--- src/rtl/intr_agg_pkg.sv ---
package intr_agg_pkg;
  localparam int DATA_W       = 32;
  localparam int ADDR_W       = 4;
  localparam int INTX_N       = 4;
  localparam int CORE_W       = 27;
  localparam int AUX_W        = 6;
  localparam int TOP_W        = 24;
  localparam int INTX_AS_LSB  = 16;
  localparam int INTX_DE_LSB  = 20;
  localparam int MSI_PEND_BIT = 24;
  localparam int AUX_PM_BIT   = 4;
  localparam int AUX_FL_BIT   = 5;
  localparam int TOP_CORE_BIT = 16;
  localparam logic [CORE_W-1:0] CORE_VALID = {CORE_W{1'b1}};
  localparam logic [AUX_W-1:0]  AUX_VALID  = 6'h30;
  localparam logic [TOP_W-1:0]  TOP_VALID  = 24'hFFF0FB;

  typedef enum logic [ADDR_W-1:0] {
    SEL_CORE_STAT = 4'd0,
    SEL_CORE_MASK = 4'd1,
    SEL_AUX_STAT  = 4'd2,
    SEL_AUX_MASK  = 4'd3,
    SEL_MSI_STAT  = 4'd4,
    SEL_MSI_MASK  = 4'd5,
    SEL_MSI_PAY   = 4'd6,
    SEL_TGT_LO    = 4'd7,
    SEL_TGT_HI    = 4'd8,
    SEL_TOP_STAT  = 4'd9,
    SEL_TOP_MASK  = 4'd10
  } reg_sel_e;
endpackage

--- src/rtl/intr_w1c_bank.sv ---
module intr_w1c_bank #(
  parameter int            W        = 8,
  parameter logic [W-1:0]  VALID    = {W{1'b1}},
  parameter logic [W-1:0]  MASK_RST = {W{1'b1}}
) (
  input  logic         clk,
  input  logic         rst_n,
  input  logic [W-1:0] evt_i,
  input  logic         clr_we_i,
  input  logic         mask_we_i,
  input  logic [W-1:0] wdata_i,
  output logic [W-1:0] stat_o,
  output logic [W-1:0] mask_o,
  output logic         pend_o
);
  logic [W-1:0] clr_vec;

  assign clr_vec = clr_we_i ? wdata_i : '0;

  // event set takes priority over the software clear
  always_ff @(posedge clk) begin
    if (!rst_n) begin
      stat_o <= '0;
      mask_o <= MASK_RST & VALID;
    end else begin
      stat_o <= ((stat_o & ~clr_vec) | evt_i) & VALID;
      if (mask_we_i) mask_o <= wdata_i & VALID;
    end
  end

  assign pend_o = |(stat_o & ~mask_o);

  p_evt_sets_r4: assert property (@(posedge clk) disable iff (!rst_n)
    (|(evt_i & VALID)) |=> ((stat_o & $past(evt_i & VALID)) == $past(evt_i & VALID)));

  p_clear_r3: assert property (@(posedge clk) disable iff (!rst_n)
    clr_we_i |=> ((stat_o & $past(wdata_i & ~evt_i & VALID)) == '0));

  p_hold_r3: assert property (@(posedge clk) disable iff (!rst_n)
    (!clr_we_i && evt_i == '0) |=> (stat_o == $past(stat_o)));
endmodule

--- src/rtl/intr_msi_intake.sv ---
module intr_msi_intake #(
  parameter int N     = 32,
  parameter int PAY_W = 16,
  parameter int CAP_W = 8,
  localparam int VW   = $clog2(N)
) (
  input  logic             clk,
  input  logic             rst_n,
  input  logic             valid_i,
  output logic             ready_o,
  input  logic [VW-1:0]    vec_i,
  input  logic [PAY_W-1:0] data_i,
  output logic [N-1:0]     evt_o,
  output logic [CAP_W-1:0] cap_o
);
  assign ready_o = 1'b1;

  for (genvar g = 0; g < N; g++) begin : g_dec
    assign evt_o[g] = valid_i && (vec_i == VW'(g));
  end

  always_ff @(posedge clk) begin
    if (!rst_n) cap_o <= '0;
    else if (valid_i) cap_o <= data_i[CAP_W-1:0];
  end

  p_capture_r5: assert property (@(posedge clk) disable iff (!rst_n)
    valid_i |=> (cap_o == $past(data_i[CAP_W-1:0])));
endmodule

--- src/rtl/intr_agg_top.sv ---
module intr_agg_top
  import intr_agg_pkg::*;
#(
  parameter int MSI_N = 32,
  parameter int PAY_W = 16,
  parameter int CAP_W = 8,
  localparam int VW   = $clog2(MSI_N)
) (
  input  logic                  clk,
  input  logic                  rst_n,
  input  logic [INTX_N-1:0]     intx_assert_i,
  input  logic [INTX_N-1:0]     intx_deassert_i,
  input  logic                  pm_change_i,
  input  logic                  flush_i,
  input  logic [TOP_W-1:0]      ext_evt_i,
  input  logic                  msi_valid_i,
  output logic                  msi_ready_o,
  input  logic [VW-1:0]         msi_vec_i,
  input  logic [PAY_W-1:0]      msi_data_i,
  input  logic                  req_valid_i,
  output logic                  req_ready_o,
  input  logic                  req_write_i,
  input  logic [ADDR_W-1:0]     req_addr_i,
  input  logic [DATA_W-1:0]     req_wdata_i,
  output logic                  rsp_valid_o,
  output logic [DATA_W-1:0]     rsp_rdata_o,
  output logic                  irq_o
);
  logic              wr, rd;
  logic [MSI_N-1:0]  msi_evt, msi_stat, msi_mask;
  logic [CAP_W-1:0]  msi_cap;
  logic              msi_pend;
  logic [CORE_W-1:0] core_evt, core_stat, core_mask;
  logic              core_pend;
  logic [AUX_W-1:0]  aux_evt, aux_stat, aux_mask;
  logic              aux_pend;
  logic [TOP_W-1:0]  top_evt, top_stat, top_mask, top_view;
  logic              top_pend_unused;
  logic              core_sum;
  logic [DATA_W-1:0] tgt_lo, tgt_hi, rd_mux;

  assign req_ready_o = 1'b1;
  assign wr = req_valid_i && req_write_i;
  assign rd = req_valid_i && !req_write_i;

  function automatic logic hit(input logic [ADDR_W-1:0] a, input reg_sel_e s);
    return a == s;
  endfunction

  intr_msi_intake #(.N(MSI_N), .PAY_W(PAY_W), .CAP_W(CAP_W)) u_msi_in (
    .clk(clk), .rst_n(rst_n), .valid_i(msi_valid_i), .ready_o(msi_ready_o),
    .vec_i(msi_vec_i), .data_i(msi_data_i), .evt_o(msi_evt), .cap_o(msi_cap));

  intr_w1c_bank #(.W(MSI_N), .VALID({MSI_N{1'b1}}), .MASK_RST({MSI_N{1'b1}})) u_msi (
    .clk(clk), .rst_n(rst_n), .evt_i(msi_evt),
    .clr_we_i(wr && hit(req_addr_i, SEL_MSI_STAT)),
    .mask_we_i(wr && hit(req_addr_i, SEL_MSI_MASK)),
    .wdata_i(req_wdata_i[MSI_N-1:0]), .stat_o(msi_stat), .mask_o(msi_mask), .pend_o(msi_pend));

  always_comb begin
    core_evt = '0;
    core_evt[INTX_AS_LSB +: INTX_N] = intx_assert_i;
    core_evt[INTX_DE_LSB +: INTX_N] = intx_deassert_i;
    core_evt[MSI_PEND_BIT]          = msi_pend;
    aux_evt = '0;
    aux_evt[AUX_PM_BIT] = pm_change_i;
    aux_evt[AUX_FL_BIT] = flush_i;
    top_evt = ext_evt_i;
    top_evt[TOP_CORE_BIT] = 1'b0;
  end

  intr_w1c_bank #(.W(CORE_W), .VALID(CORE_VALID), .MASK_RST(CORE_VALID)) u_core (
    .clk(clk), .rst_n(rst_n), .evt_i(core_evt),
    .clr_we_i(wr && hit(req_addr_i, SEL_CORE_STAT)),
    .mask_we_i(wr && hit(req_addr_i, SEL_CORE_MASK)),
    .wdata_i(req_wdata_i[CORE_W-1:0]), .stat_o(core_stat), .mask_o(core_mask), .pend_o(core_pend));

  intr_w1c_bank #(.W(AUX_W), .VALID(AUX_VALID), .MASK_RST(AUX_VALID)) u_aux (
    .clk(clk), .rst_n(rst_n), .evt_i(aux_evt),
    .clr_we_i(wr && hit(req_addr_i, SEL_AUX_STAT)),
    .mask_we_i(wr && hit(req_addr_i, SEL_AUX_MASK)),
    .wdata_i(req_wdata_i[AUX_W-1:0]), .stat_o(aux_stat), .mask_o(aux_mask), .pend_o(aux_pend));

  intr_w1c_bank #(.W(TOP_W), .VALID(TOP_VALID), .MASK_RST(TOP_VALID)) u_top (
    .clk(clk), .rst_n(rst_n), .evt_i(top_evt),
    .clr_we_i(wr && hit(req_addr_i, SEL_TOP_STAT)),
    .mask_we_i(wr && hit(req_addr_i, SEL_TOP_MASK)),
    .wdata_i(req_wdata_i[TOP_W-1:0]), .stat_o(top_stat), .mask_o(top_mask), .pend_o(top_pend_unused));

  assign core_sum = core_pend | aux_pend;

  always_comb begin
    top_view = top_stat;
    top_view[TOP_CORE_BIT] = core_sum;
  end

  assign irq_o = |(top_view & ~top_mask & TOP_VALID);

  always_ff @(posedge clk) begin
    if (!rst_n) begin
      tgt_lo <= '0;
      tgt_hi <= '0;
    end else begin
      if (wr && hit(req_addr_i, SEL_TGT_LO)) tgt_lo <= req_wdata_i;
      if (wr && hit(req_addr_i, SEL_TGT_HI)) tgt_hi <= req_wdata_i;
    end
  end

  always_comb begin
    unique case (req_addr_i)
      SEL_CORE_STAT: rd_mux = DATA_W'(core_stat);
      SEL_CORE_MASK: rd_mux = DATA_W'(core_mask);
      SEL_AUX_STAT:  rd_mux = DATA_W'(aux_stat);
      SEL_AUX_MASK:  rd_mux = DATA_W'(aux_mask);
      SEL_MSI_STAT:  rd_mux = DATA_W'(msi_stat);
      SEL_MSI_MASK:  rd_mux = DATA_W'(msi_mask);
      SEL_MSI_PAY:   rd_mux = DATA_W'(msi_cap);
      SEL_TGT_LO:    rd_mux = tgt_lo;
      SEL_TGT_HI:    rd_mux = tgt_hi;
      SEL_TOP_STAT:  rd_mux = DATA_W'(top_view);
      SEL_TOP_MASK:  rd_mux = DATA_W'(top_mask);
      default:       rd_mux = '0;
    endcase
  end

  always_ff @(posedge clk) begin
    if (!rst_n) begin
      rsp_valid_o <= 1'b0;
      rsp_rdata_o <= '0;
    end else begin
      rsp_valid_o <= rd;
      if (rd) rsp_rdata_o <= rd_mux;
    end
  end

  p_msi_pend_r6: assert property (@(posedge clk) disable iff (!rst_n)
    msi_pend |=> core_stat[MSI_PEND_BIT]);

  p_core_sum_r8: assert property (@(posedge clk) disable iff (!rst_n)
    (|(aux_stat & ~aux_mask)) |-> top_view[TOP_CORE_BIT]);

  p_irq_quiet_r9: assert property (@(posedge clk) disable iff (!rst_n)
    (top_mask == TOP_VALID) |-> !irq_o);

  p_rsp_r11: assert property (@(posedge clk) disable iff (!rst_n)
    rd |=> rsp_valid_o);

  p_tgt_r10: assert property (@(posedge clk) disable iff (!rst_n)
    (wr && hit(req_addr_i, SEL_TGT_LO)) |=> (tgt_lo == $past(req_wdata_i)));
endmodule

--- config.mk ---
export PLATFORM = sky130hd
export DESIGN_NAME = intr_agg_top
export DESIGN_NICKNAME = d
export VERILOG_FILES = /design/src/rtl/intr_agg_pkg.sv /design/src/rtl/intr_w1c_bank.sv /design/src/rtl/intr_msi_intake.sv /design/src/rtl/intr_agg_top.sv
export SDC_FILE = /design/constraint.sdc
export NUM_CORES = 1
export LEC_CHECK = 0
export BUFFER_PORTS_ARGS = -buffer_cell sky130_fd_sc_hd__buf_2
export CORE_ASPECT_RATIO = 0.6
export CORE_UTILIZATION = 35
export CTS_BUF_LIST = sky130_fd_sc_hd__clkbuf_8
export DETAILED_ROUTE_END_ITERATION = 7
export PLACE_DENSITY = 0.57
export SETUP_SLACK_MARGIN = 0.3
export SYNTH_ARGS = -nofsm -noshare
export SYNTH_HDL_FRONTEND = slang
export SYNTH_SLANG_ARGS = --single-unit
--- constraint.sdc ---
create_clock -name clk -period 1.96 [get_ports clk]
set_clock_uncertainty 0.05 [all_clocks]
set_input_delay 0.588 -clock clk [delete_from_list [all_inputs] [get_ports clk]]
set_output_delay 0.588 -clock clk [all_outputs]
set_load 0.02 [all_outputs]
==> flow_metrics.tcl <==
set metrics [dict create \
    ys_types 55 \
    r2r_cells 5 \
    yosys.area_share.simple 0.236 \
    holdPathEnd "u_top.stat_o[19]" \
    min_path_cells 3 \
    netlist_area_um2 11600 \
    critical_path.max_stage_delay_ns 0.41 \
    grt_pass1_vias 11300 \
    rr_startpoint "u_msi.mask_o[17]" \
    powerDensity_nw_per_um2 744 \
    grt_usage 0.294 \
    synth_edf_count 0 \
    wirelength_um 50700 \
    hp-class "input port to flop" \
    reg2reg_slack_ns 0.38 \
    required_ns 1.32 \
    critPathArrivalTime_ns 2.11 \
    async_flop_share 0 \
    num_antenna_cells 0 \
    fmax_ghz 0.365 \
    cts_max_level 2 \
    grt_max_degree 70 \
    grt_pass1_wl_um 73500 \
    post-place-ws_ns -0.472 \
    ys.flop_type "dfxtp_1" \
    core-area_um2 32500 \
    layout-drive-gt1-share 0.285 \
    violations "negative setup slack" \
    final_max_slew_viol_count 0 \
    die_y_um 143 \
    path_cells "o22ai_2 > a2111oi_2 > buf_4 > and4_4 > o2111ai_4 > buf_6" \
    ctsLongestPathBuffers 3 \
    insertion_delay_ns 0.59 \
    dieArea_um2 33800 \
    max-slew-margin-rel 0.610 \
    synth_cells 1491 \
    synth-seq-cells 264 \
    final-setup-viol-count 1 \
    timing.rr.end "u_core.stat_o[24]" \
    cts-root-buf "clkbuf_8" \
    synth_warnings 0 \
    drc 0 \
    critPathLaunchType "flop" \
    irDropWorstVdd_v 0.000409 \
    firstDrtPassIters 6 \
    drv_cap 0 \
    dp_hpwl_um 36000 \
    fin_crit_sh 1.40 \
    via_per_inst 5.57 \
    stdcell_count 2193 \
    synthMuxAreaShare 0.0193 \
    initial_core_util 0.357 \
    wl_per_cell_um 23.1 \
    die_x_um 237 \
    yosys.area.top_type "dfxtp_1" \
    cts_tree "done" \
    final_common_cell "nand2_1" \
    finalInstanceArea_um2 15500 \
    dp.cells 2101 \
    num_rows 51 \
    period_minus_slack_ns 2.74 \
    outcome "complete, but fails checks" \
    clkTransAtPathRegs_ns 0.08 \
    grt-ovfl-total 0 \
    synth_top_family_by_area "simple AND/OR/NAND/NOR gates" \
    synth_xor_area_frac 0 \
    postSynthAreaPerCell_um2 7.77 \
    fin_util 0.478 \
    fin_nets 1834 \
    leakagePower_nw 6.40 \
    cts_sinks 264 \
    crit_path_end_kind "output port" \
    synth_fa_ha_area_frac 0 \
    layout_setup_ws_ns -0.783 \
    final-hold-violation-count 0 \
    path_max_fanout 2 \
    syn2layout_area_growth_pct 34.1 \
    yosysSeqAreaShare 0.456 \
    antenna_found_initial 1 \
    grt_setup_unrepaired "yes" \
    detail_route.iter0.violations 1529 \
    synthTopCellsByArea "dfxtp_1 46%, nand2_1 12%, a21oi_1 6.4%, nor2_1 3.3%, nand3_1 3.3%" \
    final_antenna_net_count 0 \
    synth_top_area_share 0.456 \
    placed_cell_area_um2 14100 \
    tightest_slew_ns 0.585 \
    finalWeightedCongestion 0.955 \
    synth_compound_area_frac 0.208 \
    n_fill_cell 3145 \
    whs_ns 0.156 \
    io-pin-count 132 \
    cts_made_buffers 41 \
    detailroute.via_count 12200 \
    crit_type "flop to output port" \
    cpMaxStageDelayCell "dfxtp_1" \
    ctsHoldBuffers 0 \
    mostFrequentLayoutCells "356 x nand2_1, 227 x dfxtp_1, 181 x buf_4" \
    hold_path_startpoint "ext_evt_i[19]" \
    io_buffer_count 115 \
    critPathBufInv 2 \
    critPathTopFamily "compound AO/OA/AOI/OAI gates" \
]
==> worst max-delay path by stage <==
stage	end	cells past startpoint	start
floorplan	u_core.stat_o[23]	8	req_addr_i[2]
global placement	rsp_rdata_o[23]	7	req_addr_i[1]
detailed placement	irq_o	7	u_core.stat_o[16]
CTS	irq_o	7	u_core.mask_o[25]
global route	irq_o	7	u_aux.mask_o[5]
finish	irq_o	6	u_core.mask_o[13]
==> metal layers <==
layer / vias to the layer above / part of all wire / global-route usage
met5: - / 0.00018 / 0
met4: 2 / 0.022 / 0.0854
met3: 84 / 0.12 / 0.0812
met2: 708 / 0.40 / 0.408
met1: 5785 / 0.46 / 0.435
li1: 5633 / - / -
==> worst register-to-register path: stages, from the launching register on <==
cell and delay [ns]:
dfxtp_1 0.53, o22ai_1 0.12, nor4_1 0.25, buf_4 0.17
nand3_1 0.06, o31a_1 0.29
==> metrics by stage <==
step           power [mW]  TNS, ns
3_3_place_gp         6.81   -56.75
4_1_cts              11.6   -0.791
5_1_grt              11.9   -0.878
3_5_place_dp         6.83   -60.35
6_report             11.6   -0.783
2_1_floorplan        6.25  -0.0617
==> flip-flops by register name (all words and copies together) (netlist names) <==
signal	count
u_top.stat_o	18
tgt_hi	32
tgt_lo	32
u_msi.stat_o	32
u_core.mask_o	27
u_top.mask_o	19
rsp_valid_o	1
u_msi.mask_o	32
u_msi_in.cap_o	8
u_aux.stat_o	2
rsp_rdata_o	32
u_core.stat_o	27
u_aux.mask_o	2
==> Yosys cell counts (all sizes together) (9+ instances only) <==
master / count
nand2: 372
dfxtp: 264
a21oi: 150
nor2: 103
nand3: 76
buf: 74
inv: 74
clkbuf: 55
a22oi: 43
o22ai: 30
a221oi: 23
a22o: 22
nor3: 20
mux2i: 19
o21ai: 19
a211oi: 15
o211ai: 15
nand2b: 14
nor2b: 13
nor4: 10
a31oi: 9
==> timing repair <==
item,CTS,global route
setup endpoints to repair,72,170
gates cloned,0,3
pin swaps,7,9
endpoints found under the hold margin,0,0
resized for setup,124,32
setup buffers,11,4
==> final cells by class <==
class | count | area [um^2] | share of cell area
clock buffer | 53 | 729 | 0.0470
timing repair buffer | 331 | 2830 | 0.182
inverter | 74 | 280 | 0.0180
clock inverter | 21 | 90.1 | 0.00580
tap | 424 | 531 | 0.0341
multi-input combinational | 1026 | 5730 | 0.369
sequential | 264 | 5340 | 0.344
==> power by group <==
group | internal [mW] | total (mW) | switching [mW]
registers | 5.47 | 5.56 | 0.0899
clock network | 2.43 | 4.75 | 2.32
logic | 0.500 | 1.26 | 0.758
total | 8.39 | 11.6 | 3.17
==> kinds of logic (layout without fill, tap and decap cells) <==
| kind of cell | count (synthesis) | after routing |
|---|---|---|
| and+or+nand+nor | 633 | 634 |
| buffers and inverters | 203 | 479 |
| muxes | 22 | 22 |
| AOI/OAI and AO/OA | 368 | 368 |
| other | 1 | 2 |
| DFF | 264 | 264 |
Power figures use the tool's default switching activity.
